`src/rtl/irq5_pkg.sv`:
```
package irq5_pkg;
   localparam int unsigned SRC_N = 5;
   localparam int unsigned IDX_W = $clog2(SRC_N);

   // urgency order: lower value wins
   typedef enum logic [IDX_W-1:0] {
      SRC_PIN0 = 3'd0,
      SRC_TMR0 = 3'd1,
      SRC_PIN1 = 3'd2,
      SRC_TMR1 = 3'd3,
      SRC_SER  = 3'd4
   } irq_src_e;

   // control image bit positions
   localparam int unsigned CB_MODE0 = 0;
   localparam int unsigned CB_FLAG0 = 1;
   localparam int unsigned CB_MODE1 = 2;
   localparam int unsigned CB_FLAG1 = 3;
   localparam int unsigned CB_TMR0  = 5;
   localparam int unsigned CB_TMR1  = 7;
   localparam int unsigned EB_ALL   = 7;
endpackage

```
`src/rtl/irq5_pin_sampler.sv`:
```
module irq5_pin_sampler (
   input  logic clk,
   input  logic rst_n,
   input  logic pin_n,
   output logic fall,
   output logic low
);
   logic now_q, old_q;

   always_ff @(posedge clk or negedge rst_n) begin
      if (!rst_n) begin
         now_q <= 1'b1;
         old_q <= 1'b1;
      end else begin
         now_q <= pin_n;
         old_q <= now_q;
      end
   end

   assign fall = old_q & ~now_q;
   assign low  = ~now_q;
endmodule

```
`src/rtl/irq5_pick.sv`:
```
module irq5_pick #(
   parameter int unsigned N   = 5,
   parameter int unsigned I_W = $clog2(N)
) (
   input  logic           clk,
   input  logic           rst_n,
   input  logic [N-1:0]   req,
   output logic           any,
   output logic [I_W-1:0] idx
);
   initial begin
      if (N < 2) $error("irq5_pick: N must be at least 2");
   end

   always_comb begin
      any = 1'b0;
      idx = '0;
      for (int k = N - 1; k >= 0; k--) begin
         if (req[k]) begin
            any = 1'b1;
            idx = I_W'(k);
         end
      end
   end

   AST_PICK_HAS_REQ: assert property (@(posedge clk) disable iff (!rst_n)
      any |-> req[idx]);
   AST_NONE_WHEN_IDLE: assert property (@(posedge clk) disable iff (!rst_n)
      (req == '0) |-> !any);
endmodule

```
`src/rtl/irq5_ctrl.sv`:
```
module irq5_ctrl
   import irq5_pkg::*;
#(
   parameter int unsigned ADDR_W   = 16,
   parameter int unsigned VEC_BASE = 3,
   parameter int unsigned VEC_STEP = 8,
   parameter int unsigned PIN_N    = 2
) (
   input  logic              clk,
   input  logic              rst_n,
   input  logic [PIN_N-1:0]  ext_pin_n,
   input  logic              t0_ovf,
   input  logic              t1_ovf,
   input  logic              rx_done,
   input  logic              tx_done,
   input  logic              ctl_we,
   input  logic [7:0]        ctl_wdata,
   input  logic              en_we,
   input  logic [7:0]        en_wdata,
   input  logic              ser_we,
   input  logic [1:0]        ser_wdata,
   input  logic              vec_ack,
   input  logic              reti,
   output logic [7:0]        ctl_q,
   output logic [7:0]        en_q,
   output logic [1:0]        ser_q,
   output logic              vec_valid,
   output logic [ADDR_W-1:0] vec_addr,
   output logic              in_service
);
   localparam int unsigned TOP_VEC = VEC_BASE + VEC_STEP * (SRC_N - 1);
   localparam logic [7:0]  EN_MASK = 8'h80 | 8'((1 << SRC_N) - 1);

   if (PIN_N != 2) begin : g_bad_pins
      $error("irq5_ctrl: exactly two external pins are supported");
   end
   if (TOP_VEC >= (1 << ADDR_W)) begin : g_bad_addr
      $error("irq5_ctrl: ADDR_W too narrow for the vector table");
   end

   logic [PIN_N-1:0] pin_fall, pin_low;
   logic [7:0]       ctl_d, ctl_base;
   logic [1:0]       ser_d;
   logic [SRC_N-1:0] req_raw, req_on, clr_hit;
   logic             pick_any, take;
   logic [IDX_W-1:0] pick_idx;

   for (genvar p = 0; p < PIN_N; p++) begin : g_pin
      irq5_pin_sampler u_smp (
         .clk   (clk),
         .rst_n (rst_n),
         .pin_n (ext_pin_n[p]),
         .fall  (pin_fall[p]),
         .low   (pin_low[p])
      );
   end

   assign take = vec_ack & vec_valid;

   always_comb begin
      clr_hit = '0;
      if (take) clr_hit[pick_idx] = 1'b1;
   end

   // control image next state
   always_comb begin
      ctl_base = ctl_we ? ctl_wdata : ctl_q;
      ctl_d    = ctl_base;
      for (int p = 0; p < PIN_N; p++) begin
         if (ctl_q[2*p]) begin
            // edge mode: latched, cleared on vectoring, new edge wins
            ctl_d[2*p+1] = (ctl_base[2*p+1] & ~clr_hit[2*p]) | pin_fall[p];
         end else begin
            ctl_d[2*p+1] = pin_low[p];
         end
      end
      ctl_d[CB_TMR0] = (ctl_base[CB_TMR0] & ~clr_hit[SRC_TMR0]) | t0_ovf;
      ctl_d[CB_TMR1] = (ctl_base[CB_TMR1] & ~clr_hit[SRC_TMR1]) | t1_ovf;
   end

   // serial flags: only software clears them
   assign ser_d = (ser_we ? ser_wdata : ser_q) | {tx_done, rx_done};

   always_ff @(posedge clk or negedge rst_n) begin
      if (!rst_n) begin
         ctl_q      <= '0;
         en_q       <= '0;
         ser_q      <= '0;
         in_service <= 1'b0;
      end else begin
         ctl_q <= ctl_d;
         ser_q <= ser_d;
         if (en_we) en_q <= en_wdata & EN_MASK;
         if (take)      in_service <= 1'b1;
         else if (reti) in_service <= 1'b0;
      end
   end

   assign req_raw[SRC_PIN0] = ctl_q[CB_FLAG0];
   assign req_raw[SRC_TMR0] = ctl_q[CB_TMR0];
   assign req_raw[SRC_PIN1] = ctl_q[CB_FLAG1];
   assign req_raw[SRC_TMR1] = ctl_q[CB_TMR1];
   assign req_raw[SRC_SER]  = |ser_q;
   assign req_on = req_raw & en_q[SRC_N-1:0] & {SRC_N{en_q[EB_ALL]}};

   irq5_pick #(.N(SRC_N), .I_W(IDX_W)) u_pick (
      .clk   (clk),
      .rst_n (rst_n),
      .req   (req_on),
      .any   (pick_any),
      .idx   (pick_idx)
   );

   assign vec_valid = pick_any & ~in_service;
   assign vec_addr  = ADDR_W'(VEC_BASE) + ADDR_W'(VEC_STEP) * ADDR_W'(pick_idx);

   AST_SVC_HOLDS_OFF: assert property (@(posedge clk) disable iff (!rst_n)
      in_service |-> !vec_valid);
   AST_ACK_ENTERS_SVC: assert property (@(posedge clk) disable iff (!rst_n)
      (vec_ack && vec_valid) |=> in_service);
   AST_GLOBAL_GATE: assert property (@(posedge clk) disable iff (!rst_n)
      vec_valid |-> en_q[EB_ALL]);
   AST_SER_KEPT: assert property (@(posedge clk) disable iff (!rst_n)
      (vec_ack && vec_valid && pick_idx == SRC_SER && !ser_we)
      |=> (($past(ser_q) & ~ser_q) == 2'b00));
   AST_TMR0_CLEARED: assert property (@(posedge clk) disable iff (!rst_n)
      (vec_ack && vec_valid && pick_idx == SRC_TMR0 && !ctl_we && !t0_ovf)
      |=> !ctl_q[CB_TMR0]);
endmodule

```
`config.mk`:
```
export PLATFORM = sky130hd
export DESIGN_NAME = irq5_ctrl
export DESIGN_NICKNAME = d
export VERILOG_FILES = /design/src/rtl/irq5_pkg.sv /design/src/rtl/irq5_pin_sampler.sv /design/src/rtl/irq5_pick.sv /design/src/rtl/irq5_ctrl.sv
export SDC_FILE = /design/constraint.sdc
export NUM_CORES = 1
export LEC_CHECK = 0
export BUFFER_PORTS_ARGS = -buffer_cell sky130_fd_sc_hd__buf_4
export CAP_MARGIN = 10
export CORE_MARGIN = 1.5
export CORE_UTILIZATION = 41
export DETAILED_ROUTE_END_ITERATION = 7
export GPL_ROUTABILITY_DRIVEN = 0
export GPL_TIMING_DRIVEN = 0
export PLACE_DENSITY_LB_ADDON = 0.05
export SYNTH_ARGS = -nofsm -noshare
export SYNTH_HDL_FRONTEND = slang
export SYNTH_SLANG_ARGS = --single-unit
```
`constraint.sdc`:
```
create_clock -name clk -period 1.45 [get_ports clk]
set_input_delay 0.29 -clock clk [delete_from_list [all_inputs] [get_ports clk]]
set_output_delay 0.29 -clock clk [all_outputs]
set_load 0.01 [all_outputs]
```
After elaboration in Yosys (flattened, before gate mapping)
Cells that the tools add are included.

Flip-flop bits (word level): 21. Bits of input ports: 31. Output and inout bits: 36.

Add/subtract/negate cells: 1. Magnitude comparators: 2. Mux-type cells: 19. Bitwise operators: 22. Reduce and logical (&&, ||, !) cells: 3.

Operators with widths (count): 3-bit two-way mux (5); 5-bit bitwise AND (2); 1-bit two-way mux (10); 1-bit bitwise AND (8); 8-bit two-way mux (1); 2-bit by 6-bit adder with 7-bit output (first input constant) (1); 1-bit inverter (7); 3-bit by 4-bit < comparator with 1-bit output (second input constant) (1); 4-bit two-way mux (1); 1-bit OR (4); 1-bit demux with 3-bit select (1); 3-bit by 1-bit >= comparator with 1-bit output (second input constant) (1); 2-bit two-way mux (1); 2-bit OR (1); 2-bit nonzero test (1); 2-bit OR reduction (1); 1-bit logical AND (1).

Logic depth before layout (Yosys ltp)
Word-level depth: 17. Depth in mapped cells: 4. Depth with buffers taken out: 3.

By module
Synthesis repeated with hierarchy kept, for this count alone.

Cells, all modules: 91. Area, all modules: 1061.0 µm².

By module, submodules not included: irq5_ctrl (times used 1, cells an instance 75, area an instance 887.1 µm², sequential area each 425.4 µm²); irq5_pin_sampler (times used 2, cells an instance 4, area an instance 62.6 µm², sequential area each 52.6 µm²); irq5_pick (times used 1, cells an instance 8, area an instance 48.8 µm², sequential area each 0.0 µm²).

Worst setup path before layout
Ideal clock, no wire load.

Path kind: register to output. Start: reg ctl_q[3]. End: out vec_addr[5]. Data arrival time: 1036 ps. Data required time: 1160 ps. Setup slack: 124 ps. Cell stages (with the launch flop): 4. Path buffers: 0. Cells stage by stage: dfrtp_1 > a22oi_1 > a31o_2 > nor2b_1.

Cells in the longest elaborated chain, start to end: 6.

RTL lines: from (decl) (RTL line irq5_ctrl.sv:24) `output logic [7:0] ctl_q,`; from (signal assigned) (RTL line irq5_ctrl.sv:91) `ctl_q <= ctl_d;`; 5-bit bitwise AND (2 in series) (RTL line irq5_ctrl.sv:104) `assign req_on = req_raw & en_q[SRC_N-1:0] & {SRC_N{en_q[EB_ALL]}};`; 3-bit two-way mux (3 in series) (RTL line irq5_pick.sv:19) `if (req[k]) begin`; 2-bit by 6-bit adder with 7-bit output (RTL line irq5_ctrl.sv:115) `assign vec_addr = ADDR_W'(VEC_BASE) + ADDR_W'(VEC_STEP) * ADDR_W'(pick_idx);`; to (decl) (RTL line irq5_ctrl.sv:28) `output logic [ADDR_W-1:0] vec_addr,`.

No other way between the ends.

Worst setup path after layout
Ends and elaborated chain as after synthesis.

==> metrics.txt <==
cell count after synthesis 90; die height approximately 53 um; #FFs+latches synth 21; share of total power in sequential cells 0.459; CTS root buf clkbuf_4; drt first pass iters 4; CP endpoint kind output port; vias in the first global route 800; Pint 0.00107 W; top post-synthesis cells by area dfrtp_1 (41%), mux2_2 (12%), buf_4 (11%); RSZ-0062 raised after global routing yes; PwrDens between 900 and 1000 nW/um^2; CTS Sinks 21; total track usage 0.180; Worst-Skew Late Latency 310 ps; switching share of power 0.298; fin util 0.735; final-stage net count 204; outcome finished with violations; die area approximately 2800 um^2; Hold WC Path Type input port to flip-flop; drt drc 0; Diodes inserted 0; Final Setup Violations 4; min cycle time layout about 1700 ps; post-synth top area cell dfrtp_1; initial antenna violation count 0; Mapped Area between 1000 and 1500 um^2; global-route wire length before repair around 3.7 mm; TNS Setup -896 ps; Fill cells between 150 and 200; Initial DRC Count 20; DR vias just over 900; worst slack at placement 8.66 ps; cell area after layout 1690 um^2; top cell type's share of synthesized area 0.412; cell chain of the critical path a22oi_2 > a31o_2 > nor2b_1 > buf_4; Startpoint Class flip-flop; largest net degree at the start of global routing 22; Critical Path AT between 1000 and 1500 ps; sequential share of the synthesized area 0.514; final hold violations 0; Ys Warns 0; final wirelength 2.36 mm; TritonCTS clock tree done; average via count per standard cell 4.59; share of post-route cells with drive strength above 1 0.634; htree depth 1; Area growth syn-to-layout 63.6%; DP HPWL 1.64 mm; Crit-path slowest cell dfrtp_1; Routed WL per cell roughly 12 um; Clock transition at path regs about 120 ps; Worst Skew about 0.77 ps; Die Width approximately 53 um; Max-Cap Viols 0; Avg Inst Size Synth around 11 um^2; fmax slightly below 600 MHz; maximum vdd drop around 0.76 mV; failing checks setup timing; Max clock buf depth 2; post-synth cell types 28; sw power ~0.00046 W; Slew Viols, Final 0; register-to-register setup slack about 10 ps; setup slack after layout -243 ps; Clock Power Share 0.188; period utilisation layout 1.17; Leakage between 0.8 and 0.9 nW; I/O pin count 67; antenna viol nets, final 0; Rows 17; Comb power frac 0.353; CTS Buf Count 3; dpl cell area approximately 1500 um^2; Initial Util 0.449; GRT overflow 0; crit-path max cell delay 420 ps; Buffers on Ports 47; Crit Path Category flip-flop to output port; CP Max Fanout 3; core area between 2000 and 2500 um^2; Worst EP required about 1200 ps; Power, Total around 0.0015 W
==> area by class of cell <==
| class | instances | area (um^2) | area share |
|---|---|---|---|
| clock inverter | 1 | 5.00 | 0.00296 |
| clock buffer | 3 | 22.5 | 0.0133 |
| multi-input combinational | 63 | 453 | 0.268 |
| buffer | 17 | 129 | 0.0763 |
| tap | 28 | 35.0 | 0.0207 |
| inverter | 2 | 7.51 | 0.00444 |
| timing repair buffer | 65 | 505 | 0.299 |
| sequential | 21 | 532 | 0.315 |
==> sequential cells by signal, indices dropped and copies added (netlist names) <==
name	cells
ser_q	2
g_pin.u_smp.now_q	2
in_service	1
ctl_q	8
g_pin.u_smp.old_q	2
en_q	6
==> metal layers <==
metal	part of all wire	global-route usage	wire [um]	vias to the layer above
met4	0.011	0.0513	27	0
met5	0	0	0	-
met2	0.50	0.317	1170	38
met1	0.42	0.223	986	425
li1	-	-	-	450
met3	0.074	0.0339	175	4
==> cells in the final DEF (no fill, tap or decap), drive strengths merged, types with 2 or more instances in the layout <==
master / instances
a211o: 3
a21oi: 2
buf: 81
clkbuf: 3
conb: 15
dfrtp: 17
dfstp: 4
inv: 2
mux2: 11
nand2: 7
nor2b: 6
o211ai: 2
o21ai: 3
==> metrics by stage <==
stage / hold slack, ps / std cells
after floorplan: -5.59 / 103
after global placement: 187 / 178
after detailed placement: 185 / 178
after CTS: 74.4 / 195
after global routing: 49.5 / 200
final: 73.6 / 200
==> what timing repair did <==
action / CTS / global route
hold buffers: 1 / 0
gates cloned: 0 / 0
buffers inserted: 13 / 5
endpoints found under the setup margin: 4 / 4
endpoints found under the hold margin: 17 / 0
pin swaps: 6 / 3
resized for setup: 7 / 6
==> critical path: cells and delay by family (launching register included) <==
family | cells | cell delay [ps]
simple gates | 1 | 130
compound gates | 2 | 420
buf+inv | 1 | 130
flops | 1 | 420
==> cells in the mapped netlist <==
master and number:
o31a_1 1, conb_1 2, mux2_2 11, a31o_2 1
a31oi_1 1, dfstp_2 4, a21oi_1 2, nand3b_1 1
o211ai_1 2, nor3_1 1, o21bai_1 1, a211oi_1 1
nor3b_1 1, a22oi_1 1, a21o_1 1, nand2_1 7
nand3_1 1, o21ai_0 3, inv_1 2, buf_4 15
buf_6 1, a22o_1 1, a211o_1 3, dfrtp_1 17
nor2b_1 6, o22ai_1 1, buf_2 1, mux2i_1 1
==> worst paths after layout <==
check	from	endpoint	cells past startpoint
max in group asynchronous	rst_n	g_pin[1].u_smp.old_q	2
worst min-delay path	ext_pin_n[0]	g_pin[0].u_smp.now_q	1
min in group asynchronous	rst_n	ctl_q[4]	2
worst min register to register	g_pin[0].u_smp.now_q	g_pin[0].u_smp.old_q	0
worst max-delay path	ctl_q[3]	vec_addr[5]	4
worst max register to register	en_q[1]	ctl_q[7]	5
==> cell families after synthesis <==
family | count (synthesis) | synth area share
muxes | 12 | 0.130
DFF | 21 | 0.514
and+or+nand+nor | 17 | 0.0861
buffers and inverters | 19 | 0.132
other | 2 | 0.00728
AOI/OAI and AO/OA | 19 | 0.131
==> power groups by stage <==
stage               Sequential (W)  Combinational [W]  Clock [W]
floorplan                 0.000735           0.000187          0
global placement          0.000718           0.000401          0
detailed placement        0.000720           0.000407          0
CTS                       0.000698           0.000492   0.000283
global route              0.000715           0.000589   0.000310
finish                    0.000702           0.000540   0.000287
Power figures use the tool's default switching activity.
